--- src/rtl/uart_rf_pkg.sv ---
package uart_rf_pkg;
    localparam int ADDR_W = 3;
    localparam int DATA_W = 8;
    localparam int EVT_W  = 4;

    localparam logic [ADDR_W-1:0] OFF_DATA = 3'd0;
    localparam logic [ADDR_W-1:0] OFF_IEN  = 3'd1;
    localparam logic [ADDR_W-1:0] OFF_ID   = 3'd2;
    localparam logic [ADDR_W-1:0] OFF_LINE = 3'd3;
    localparam logic [ADDR_W-1:0] OFF_MDMC = 3'd4;
    localparam logic [ADDR_W-1:0] OFF_LSTA = 3'd5;
    localparam logic [ADDR_W-1:0] OFF_MSTA = 3'd6;
    localparam logic [ADDR_W-1:0] OFF_SCR  = 3'd7;

    typedef enum logic [3:0] {
        SEL_NONE, SEL_RBR, SEL_THR, SEL_IER, SEL_IIR, SEL_FCR, SEL_LCR,
        SEL_MCR, SEL_LSR, SEL_MSR, SEL_SCR, SEL_DLL, SEL_DLM
    } reg_sel_e;

    typedef enum logic [1:0] {
        ACC_IDLE, ACC_READ, ACC_WRITE
    } acc_state_e;
endpackage

--- src/rtl/uart_rf_decode.sv ---
module uart_rf_decode
    import uart_rf_pkg::*;
(
    input  logic [ADDR_W-1:0] addr,
    input  logic              is_write,
    input  logic              bank,
    output reg_sel_e          sel
);
    always_comb begin
        unique case (addr)
            OFF_DATA: sel = bank ? SEL_DLL : (is_write ? SEL_THR : SEL_RBR);
            OFF_IEN:  sel = bank ? SEL_DLM : SEL_IER;
            OFF_ID:   sel = is_write ? SEL_FCR : SEL_IIR;
            OFF_LINE: sel = SEL_LCR;
            OFF_MDMC: sel = SEL_MCR;
            OFF_LSTA: sel = is_write ? SEL_NONE : SEL_LSR;
            OFF_MSTA: sel = is_write ? SEL_NONE : SEL_MSR;
            OFF_SCR:  sel = SEL_SCR;
            default:  sel = SEL_NONE;
        endcase
    end
endmodule

--- src/rtl/uart_rf_lsr.sv ---
module uart_rf_lsr
    import uart_rf_pkg::*;
(
    input  logic              clk,
    input  logic              rst_n,
    input  logic              clr,
    input  logic [EVT_W-1:0]  evt_in,
    input  logic              rx_ready,
    input  logic              thr_free,
    input  logic              tx_idle,
    input  logic              fifo_err,
    output logic [DATA_W-1:0] lsr
);
    logic [EVT_W-1:0] held_q;
    logic [EVT_W-1:0] held_now;

    assign held_now = held_q | evt_in;

    always_ff @(posedge clk) begin
        if (!rst_n)   held_q <= '0;
        else if (clr) held_q <= evt_in;
        else          held_q <= held_now;
    end

    assign lsr = {fifo_err, tx_idle, thr_free, held_now, rx_ready};
endmodule

--- src/rtl/uart_rf_iid.sv ---
module uart_rf_iid
    import uart_rf_pkg::*;
(
    input  logic [3:0]        ien,
    input  logic              line_err,
    input  logic              rx_ready,
    input  logic              thr_free,
    input  logic              modem_chg,
    input  logic              fifo_on,
    output logic [DATA_W-1:0] iid
);
    logic [3:0] code;

    always_comb begin
        if (ien[2] && line_err)       code = 4'h6;
        else if (ien[0] && rx_ready)  code = 4'h4;
        else if (ien[1] && thr_free)  code = 4'h2;
        else if (ien[3] && modem_chg) code = 4'h0;
        else                          code = 4'h1;
    end

    assign iid = {{2{fifo_on}}, 2'b00, code};
endmodule

--- src/rtl/uart_regfile.sv ---
module uart_regfile
    import uart_rf_pkg::*;
(
    input  logic              clk,
    input  logic              rst_n,
    input  logic [2:0]        addr,
    input  logic              wr_en,
    input  logic              rd_en,
    input  logic [7:0]        wdata,
    output logic [7:0]        rdata,
    input  logic [7:0]        rx_byte,
    input  logic              rx_ready,
    input  logic              rx_overrun,
    input  logic              rx_parity_err,
    input  logic              rx_frame_err,
    input  logic              rx_break,
    input  logic              tx_hold_empty,
    input  logic              tx_empty,
    input  logic              rx_fifo_err,
    input  logic [7:0]        modem_stat,
    output logic              tx_strobe,
    output logic [7:0]        tx_byte,
    output logic              rx_pop,
    output logic [3:0]        ier_cfg,
    output logic [7:0]        lcr_cfg,
    output logic [7:0]        mcr_cfg,
    output logic [7:0]        fcr_cfg,
    output logic [15:0]       divisor
);
    localparam int BANK_BIT = DATA_W - 1;

    acc_state_e        state_q, state_d;
    reg_sel_e          sel, sel_q;
    logic              rd_go;
    logic [DATA_W-1:0] ier_q, lcr_q, mcr_q, fcr_q, scr_q, thr_q, dll_q, dlm_q;
    logic [DATA_W-1:0] lsr_val, iid_val, rd_mux;

    assign rd_go = rd_en && !wr_en;

    uart_rf_decode i_decode (
        .addr     (addr),
        .is_write (wr_en),
        .bank     (lcr_q[BANK_BIT]),
        .sel      (sel)
    );

    uart_rf_lsr i_lsr (
        .clk      (clk),
        .rst_n    (rst_n),
        .clr      (rd_go && sel == SEL_LSR),
        .evt_in   ({rx_break, rx_frame_err, rx_parity_err, rx_overrun}),
        .rx_ready (rx_ready),
        .thr_free (tx_hold_empty),
        .tx_idle  (tx_empty),
        .fifo_err (rx_fifo_err),
        .lsr      (lsr_val)
    );

    uart_rf_iid i_iid (
        .ien       (ier_q[3:0]),
        .line_err  (|lsr_val[4:1]),
        .rx_ready  (rx_ready),
        .thr_free  (tx_hold_empty),
        .modem_chg (|modem_stat[3:0]),
        .fifo_on   (fcr_q[0]),
        .iid       (iid_val)
    );

    // access tracker: next state
    always_comb begin
        if (wr_en)      state_d = ACC_WRITE;
        else if (rd_en) state_d = ACC_READ;
        else            state_d = ACC_IDLE;
    end

    // access tracker: state register
    always_ff @(posedge clk) begin
        if (!rst_n) begin
            state_q <= ACC_IDLE;
            sel_q   <= SEL_NONE;
        end else begin
            state_q <= state_d;
            sel_q   <= sel;
        end
    end

    // access tracker: outputs
    always_comb begin
        tx_strobe = 1'b0;
        rx_pop    = 1'b0;
        unique case (state_q)
            ACC_IDLE:  ;
            ACC_READ:  rx_pop    = (sel_q == SEL_RBR);
            ACC_WRITE: tx_strobe = (sel_q == SEL_THR);
            default:   ;
        endcase
    end

    // configuration registers
    always_ff @(posedge clk) begin
        if (!rst_n) begin
            ier_q <= '0; lcr_q <= '0; mcr_q <= '0; fcr_q <= '0;
            scr_q <= '0; thr_q <= '0; dll_q <= '0; dlm_q <= '0;
        end else if (wr_en) begin
            unique case (sel)
                SEL_THR: thr_q <= wdata;
                SEL_IER: ier_q <= {4'b0, wdata[3:0]};
                SEL_FCR: fcr_q <= wdata;
                SEL_LCR: lcr_q <= wdata;
                SEL_MCR: mcr_q <= wdata;
                SEL_SCR: scr_q <= wdata;
                SEL_DLL: dll_q <= wdata;
                SEL_DLM: dlm_q <= wdata;
                default: ;
            endcase
        end
    end

    always_comb begin
        unique case (sel)
            SEL_RBR: rd_mux = rx_byte;
            SEL_IER: rd_mux = ier_q;
            SEL_IIR: rd_mux = iid_val;
            SEL_LCR: rd_mux = lcr_q;
            SEL_MCR: rd_mux = mcr_q;
            SEL_LSR: rd_mux = lsr_val;
            SEL_MSR: rd_mux = modem_stat;
            SEL_SCR: rd_mux = scr_q;
            SEL_DLL: rd_mux = dll_q;
            SEL_DLM: rd_mux = dlm_q;
            default: rd_mux = '0;
        endcase
    end

    always_ff @(posedge clk) begin
        if (!rst_n)     rdata <= '0;
        else if (rd_go) rdata <= rd_mux;
    end

    assign tx_byte = thr_q;
    assign ier_cfg = ier_q[3:0];
    assign lcr_cfg = lcr_q;
    assign mcr_cfg = mcr_q;
    assign fcr_cfg = fcr_q;
    assign divisor = {dlm_q, dll_q};
endmodule

--- config.mk ---
export PLATFORM = sky130hd
export DESIGN_NAME = uart_regfile
export DESIGN_NICKNAME = d
export VERILOG_FILES = /design/src/rtl/uart_rf_pkg.sv /design/src/rtl/uart_rf_decode.sv /design/src/rtl/uart_rf_lsr.sv /design/src/rtl/uart_rf_iid.sv /design/src/rtl/uart_regfile.sv
export SDC_FILE = /design/constraint.sdc
export NUM_CORES = 1
export LEC_CHECK = 0
export BUFFER_PORTS_ARGS = -buffer_cell sky130_fd_sc_hd__clkbuf_2
export CORE_MARGIN = 10
export CORE_UTILIZATION = 30
export DETAILED_ROUTE_END_ITERATION = 10
export PLACE_DENSITY = 0.5
export REMOVE_ABC_BUFFERS = 1
export SLEW_MARGIN = 0
export SYNTH_ARGS = -nofsm -noshare
export SYNTH_HDL_FRONTEND = slang
export SYNTH_HIERARCHICAL = 1
export SYNTH_SLANG_ARGS = --single-unit
--- constraint.sdc ---
create_clock -name clk -period 2.45 [get_ports clk]
set_input_delay 0.49 -clock clk [delete_from_list [all_inputs] [get_ports clk]]
set_output_delay 0.49 -clock clk [all_outputs]
set_load 0.05 [all_outputs]
==> results.md, run 1 <==
- Run status: finished, final reports clean
- Largest net degree at the start of global routing: 53
- Antenna cells: 0
- Finished Layout Cells: 719
- Worst EP required: between 2000 and 3000 ps
- DIE WIDTH: 134 um
- Worst slew pin tran: 551 ps
- Sink Count: 78
- Pleak: 0.00225 uW
- Residual DRC count: 0
- Clock Tree Buf Depth: 2
- Final Total Pwr: 3080 uW
- Worst-path fanout max: 12
- Placer Congestion: between 0.8 and 0.9
- CTS Root Cell: clkbuf_16
- DR WL/cell: ~19 um
- Slew Limit Fails: 0
- Worst-path cell chain: nor2_2, a32o_2, a221oi_2, buf_4, and2_1, and3_1, buf_12, mux2i_1, nor2_1
- Final period util: 91.5%
- Via/cell ratio: 4.93
- Vias in the first global route: 3636
- Die height: approximately 130 um
- Final setup violation count: 0
- Max VDD drop: 0.302 mV
- Most used flip-flop cell after synthesis: dfxtp_1
- Post-DP HPWL: 10600 um
- Die ar.: 0.0180 mm2
- Clk pin slew, worst setup/hold paths: 60 ps
- Sequential area share after synthesis: 40.0%
- Power Density: approximately 600 mW/mm2
- Async SR Flop Fraction: 0%
- WL final: 13600 um
- Vias: 3545
- Fmax: 446 MHz
- Layout area overhead: 31.8%
- Num CTS Buffers: 9
- Starting density of the core: about 31%
- Slew Limit Headroom: 63.1%
- Area of the core: 0.0127 mm2
- Seq cells post-synth: 78
- Worst hold slack: 378 ps
- Yosys top cell area share: 40.0%
- Post-synth EDFFs: 0
- Layout cells sized above 1: between 30% and 40%
- Synthesized instance count: roughly 420
- Setup ws final: between 200 and 250 ps
- TritonRoute pass-1 iters: 4
- Cell count after placement: 704
- Synth top cells by count: 78 x dfxtp_1, 66 x mux2i_1, 66 x nor2_1
- Yosys top cell by area: dfxtp_1
- I/O Buffers: 100
- Final min period: 2240 ps
- Place WS: -168 ps
- Fin nets: slightly below 600
- Max Cap Viol: 0
- Worst stage delay on the critical path: 410 ps
- Grt ovf: 0
- CP Class: reg2reg
- Synth unique cells: 59
- Mapped Area: 0.00390 mm2
- Iteration-0 DRC Markers: 191
- TritonCTS clock tree: built
- Antenna viol nets, final: 0
- First-pass GRT wire length: 21700 um
- Post-CTS Hold Buffers: 0
- Hold crit path type: in2reg
- Initial antenna violation count: 0
- Clock Skews: 5.80 ps
- Startpoint Class: flop
- Largest cells by area after synthesis: dfxtp_1 40%, mux2i_1 17%, nor2_1 6.4%, buf_4 3.7%, a22o_1 3.6%
- RSZ-0062 raised after global routing: false
- Critical-path top delay cell: dfxtp_2
- Syn. warnings: 6
- FP Rows: 41
- GRT Util Overall: between 15 and 20%
- Syn Area/Cell: 9.37 um2
- Number of setup buffers added after CTS: 0
- H-tree depth: 3
- Crit path capture type: flop
- I/O pin total: 101
- Clk Latency, worst-skew pair: 340 ps
- Count leader, synth: dfxtp_1
- Final hold violation count: 0
- Worst Path Arrival: 2460 ps
==> through the flow <==
stage | setup TNS, ps | util (%) | cell area, um2
2_1_floorplan | -80710 | - | 3630
5_1_grt | 0 | 40.6 | 5140
4_1_cts | 0 | 40.5 | 5140
3_5_place_dp | -3590 | 38.4 | 4870
3_3_place_gp | -2680 | 38.4 | 4870
6_report | 0 | 40.6 | 5140
==> metal layers <==
layer  track usage [%]  vias up  part of all wire (%)
li1                  -     1731                     -
met1              19.9     1711                    47
met2              24.4       95                    46
met3              5.15        8                   6.7
met4              3.81        0                  0.92
met5                 0        -                     0
==> cell type report <==
type                       instances  area (um2)
fill                            1310        7530
multi-input combinational        290        2070
sequential                        78        1560
timing repair buffer             160        1010
clock buffer                      14         264
tap                              172         215
inverter                           4        15.0
clock inverter                     1        5.00
==> where the power goes <==
part	switching, uW	total [uW]	internal (uW)
Clock	495	1230	735
Sequential	20.2	1320	1300
Combinational	315	530	215
Total	830	3080	2250
==> worst max-delay path: cells and delay by family, from the launching register on <==
family,cells,cell delay [ps]
flops,1,410
simple gates,4,670
buf+inv,2,400
compound gates,2,420
mux,1,200
==> timing repair <==
action	in CTS	in global routing
endpoints found under the hold margin	0	0
setup endpoints to repair	0	32
resized for setup	0	3
==> kinds of logic after synthesis <==
family	count (synthesis)	synth area share (%)
buffers and inverters	50	7.60
DFF	78	40.0
other	1	0.0962
muxes	71	18.5
and+or+nand+nor	138	17.5
AOI/OAI and AO/OA	77	16.0
adders and majority gates	1	0.289
==> sequential cells by signal (all words and copies together) (netlist names) <==
register      flops
dlm_q             8
dll_q             8
sel_q             4
i_lsr/held_q      4
scr_q             8
mcr_cfg           8
tx_byte           8
rdata             8
lcr_cfg           8
fcr_cfg           8
state_q           2
ier_q             4
==> layout by cell type, fill, tap and decap left out, drive strengths merged, types with 2 or more instances in the layout <==
cell,Yosys,final
nand3,7,7
mux2i,66,66
conb,1,3
or4,2,2
a311oi,2,2
a22o,16,16
clkbuf,12,114
nor4,3,3
nand2b,3,3
a21oi,6,6
o21a,4,4
a32oi,5,5
inv,4,4
nand2,10,10
nor3,2,2
a221oi,6,6
and3,10,10
or2,5,5
nor2b,12,12
mux2,5,5
nand3b,3,3
o211ai,3,3
buf,34,60
o21ai,8,8
o31ai,2,2
dfxtp,78,78
and2,9,9
o32a,2,2
nor2,69,69
a21o,2,2
a31oi,4,4
a22oi,6,6
a32o,4,4
==> path summary, 6_finish.rpt <==
kind	startpoint	slack, ps	cells past startpoint	to
hold / removal	rx_overrun	380	2	i_lsr/held_q[0]$_SDFF_PN0_
hold reg to reg	scr_q[1]$_SDFFE_PN0P_	490	2	scr_q[1]$_SDFFE_PN0P_
setup / recovery	lcr_cfg[7]$_SDFFE_PN0P_	210	9	mcr_cfg[1]$_SDFFE_PN0P_
setup reg to reg	lcr_cfg[7]$_SDFFE_PN0P_	210	9	mcr_cfg[1]$_SDFFE_PN0P_
Note: power is estimated with default switching activity, not from simulation.
==> run 2, diff against run 1 <==
Settings changed: PLACE_DENSITY 0.5 to unset, PLACE_DENSITY_LB_ADDON set to 0.12.
==> run 2 against run 1 <==
Worst hold slack lost 15 ps. Register-to-register slack is essentially flat. Via count about the same. Sequential cell count stayed put. Critical path type unchanged. Largest cell class unchanged. Largest power group unchanged. Highest routed layer unchanged.
==> results.md, run 2 (synthesized netlist as in run 1, its figures left out) <==
- Place WS: -61.6 ps (was -168 ps)
- I/O Buffers: 100 (unchanged)
- Clk pin slew, worst setup/hold paths: 60 ps (about the same)
- Antenna cells: 0 (unchanged)
- Max VDD drop: 0.286 mV (was 0.302 mV)
- Area of the core: 0.0127 mm2 (unchanged)
- Worst-path fanout max: 6 (was 12)
- Commonest non-fill, non-tap cells in the layout: 100 x clkbuf_2, 78 x dfxtp_1, 66 x nor2_1, 66 x mux2i_1, 59 x buf_4 (was 100 x clkbuf_2, 77 x dfxtp_1, 66 x nor2_1, 66 x mux2i_1, 55 x buf_4)
- Met1 wire length: 7060 um (was 6340 um)
- Clock Skews: 6.09 ps (was 5.80 ps)
- Die height: 134 um (unchanged)
- Num CTS Buffers: 9 (unchanged)
- # fillers: 1315 (was 1310)
- Vias in the first global route: 3699 (was 3636)
- Worst hold slack: 363 ps (was 378 ps)
- R2R setup slack: 220 ps (was 210 ps)
- Slew Limit Headroom: 49.2% (was 63.1%)
- Fmax: 448 MHz (was 446 MHz)
- Clk Latency, worst-skew pair: 350 ps (was 340 ps)
- Worst EP required: 2650 ps (was 2670 ps)
- First-pass GRT wire length: 22100 um (was 21700 um)
- Hold worst-path end: i_lsr/held_q[0]$_SDFF_PN0_ (unchanged)
- H-tree depth: 3 (unchanged)
- Worst r2r src: lcr_cfg[7]$_SDFFE_PN0P_ (unchanged)
- CP Class: reg2reg (unchanged)
- Antenna viol nets, final: 0 (unchanged)
- Die ar.: 0.0180 mm2 (unchanged)
- Worst slew pin tran: 762 ps (was 551 ps)
- DIE WIDTH: 134 um (unchanged)
- Final hold violation count: 0 (unchanged)
- Clock Tree Buf Depth: 2 (unchanged)
- Register area: 0.00156 mm2 (about the same)
- DR WL/cell: 19.7 um (was 19.0 um)
- Residual DRC count: 0 (unchanged)
- Setup ws final: 216 ps (was 209 ps)
- Largest net degree at the start of global routing: 44 (was 53)
- TritonCTS clock tree: built (unchanged)
- FP Rows: 41 (unchanged)
- Top Metal Used: met4 (unchanged)
- Worst Path Arrival: 2440 ps (was 2460 ps)
- Initial antenna violation count: 0 (unchanged)
- Run status: finished, final reports clean (unchanged)
- CTS Root Cell: clkbuf_16 (unchanged)
- Final min period: 2230 ps (was 2240 ps)
- Sink Count: 78 (unchanged)
- Most common cell after layout, fill and taps aside: clkbuf_2 (unchanged)
- Final setup violation count: 0 (unchanged)
- TritonRoute pass-1 iters: 4 (unchanged)
- Post-DP HPWL: 11000 um (was 10600 um)
- Worst Hold Launch: rx_overrun (unchanged)
- Pleak: 0.00225 uW (about the same)
- Slew Limit Fails: 0 (unchanged)
- Placer Congestion: 0.848 (was 0.857)
- WL final: 14200 um (was 13600 um)
- GRT Util Overall: 15.8% (was 15.5%)
- Via/cell ratio: 4.91 (was 4.93)
- Fin nets: 583 (was 582)
- Power Density: 614 mW/mm2 (was 599 mW/mm2)
- Hold crit path type: in2reg (unchanged)
- DR WL met3: 739 um (was 910 um)
- Routed met2 length: 6200 um (was 6260 um)
- Iteration-0 DRC Markers: 238 (was 191)
- RSZ-0062 raised after global routing: false (unchanged)
- Footprint of the multi-input gates: 0.00206 mm2 (was 0.00207 mm2)
- Max Cap Viol: 0 (unchanged)
- Layout area overhead: 31.4% (was 31.8%)
- Crit path capture type: flop (unchanged)
- Final period util: 91.2% (was 91.5%)
- Crit Reg-Reg Endpoint: rdata[7]$_SDFFE_PN0P_ (was mcr_cfg[1]$_SDFFE_PN0P_)
- I/O pin total: 101 (unchanged)
- Grt ovf: 0 (unchanged)
- Post-CTS Hold Buffers: 0 (unchanged)
- Vias: 3542 (was 3545)
- Layout cells sized above 1: 36.4% (was 36.2%)
- Startpoint Class: flop (unchanged)
- Hold path depth: 2 (unchanged)
- Starting density of the core: 30.8% (unchanged)
- Reg2reg path depth: 8 (was 9)
run 2: changes by cell type in the layout (fill, tap and decap cells not counted), sizes merged:
cell / before / now
clkbuf: 114 / 112
buf: 60 / 61
clkinv: 1 / 2
clkinvlp: 0 / 1
inv: 4 / 5
run 2: metrics by stage:
| stage | total power, uW | utilization, % | std cells | area [um2] | setup TNS [ps] |
|---|---|---|---|---|---|
| global route | 3260 | 40.4 | 721 | 5120 | 0 |
| floorplan | 1610 | - | 372 | 3630 | -80710 |
| global placement | 1870 | 38.1 | 704 | 4830 | -2000 |
| finish | 3140 | 40.4 | 721 | 5120 | 0 |
| detailed placement | 1880 | 38.1 | 704 | 4830 | -1280 |
| CTS | 3170 | 40.4 | 720 | 5120 | 0 |
run 2: final cells by class:
| cell class | instances | area share [%] |
|---|---|---|
| Tap cell | 172 | 4.20 |
| Sequential cell | 78 | 30.5 |
| Inverter | 4 | 0.293 |
| Clock buffer | 12 | 5.00 |
| Clock inverter | 4 | 0.586 |
| Timing Repair Buffer | 161 | 19.2 |
| Multi-Input combinational cell | 290 | 40.3 |
run 2: timing repair:
| item | 4_1_cts | 5_1_grt |
|---|---|---|
| setup endpoints to repair | 0 | 7 |
| setup buffers | 0 | 1 |
| resized for setup | 0 | 1 |
run 2: worst max-delay path: stages, from the launching register on:
cell and delay, ps:
dfxtp_1 430, nor2_2 60, a32o_2 270, a221oi_2 220, buf_4 160, mux2_2 320
a32o_1 260, a221oi_1 260, a211oi_1 120
run 2: how the worst max path moves through the flow:
stage | to | slack [ps] | startpoint
4_1_cts | dll_q[6]$_SDFFE_PN0P_ | 200 | lcr_cfg[7]$_SDFFE_PN0P_
3_3_place_gp | scr_q[6]$_SDFFE_PN0P_ | -110 | wr_en
3_5_place_dp | dll_q[4]$_SDFFE_PN0P_ | -60 | addr[0]
2_1_floorplan | lcr_cfg[7]$_SDFFE_PN0P_ | -1280 | lcr_cfg[7]$_SDFFE_PN0P_
6_report | rdata[7]$_SDFFE_PN0P_ | 220 | lcr_cfg[7]$_SDFFE_PN0P_
5_1_grt | rdata[5]$_SDFFE_PN0P_ | 4 | lcr_cfg[7]$_SDFFE_PN0P_
run 2: report_power, final:
part / internal [uW] / switching, uW
clock network: 746 / 549
registers: 1300 / 20.5
logic: 212 / 320
total: 2260 / 889
run 2: routing by layer:
metal	vias up	global-route usage, %
met5	-	0
met4	0	5.62
met3	13	3.92
met2	99	23.7
met1	1695	21.4
li1	1735	-
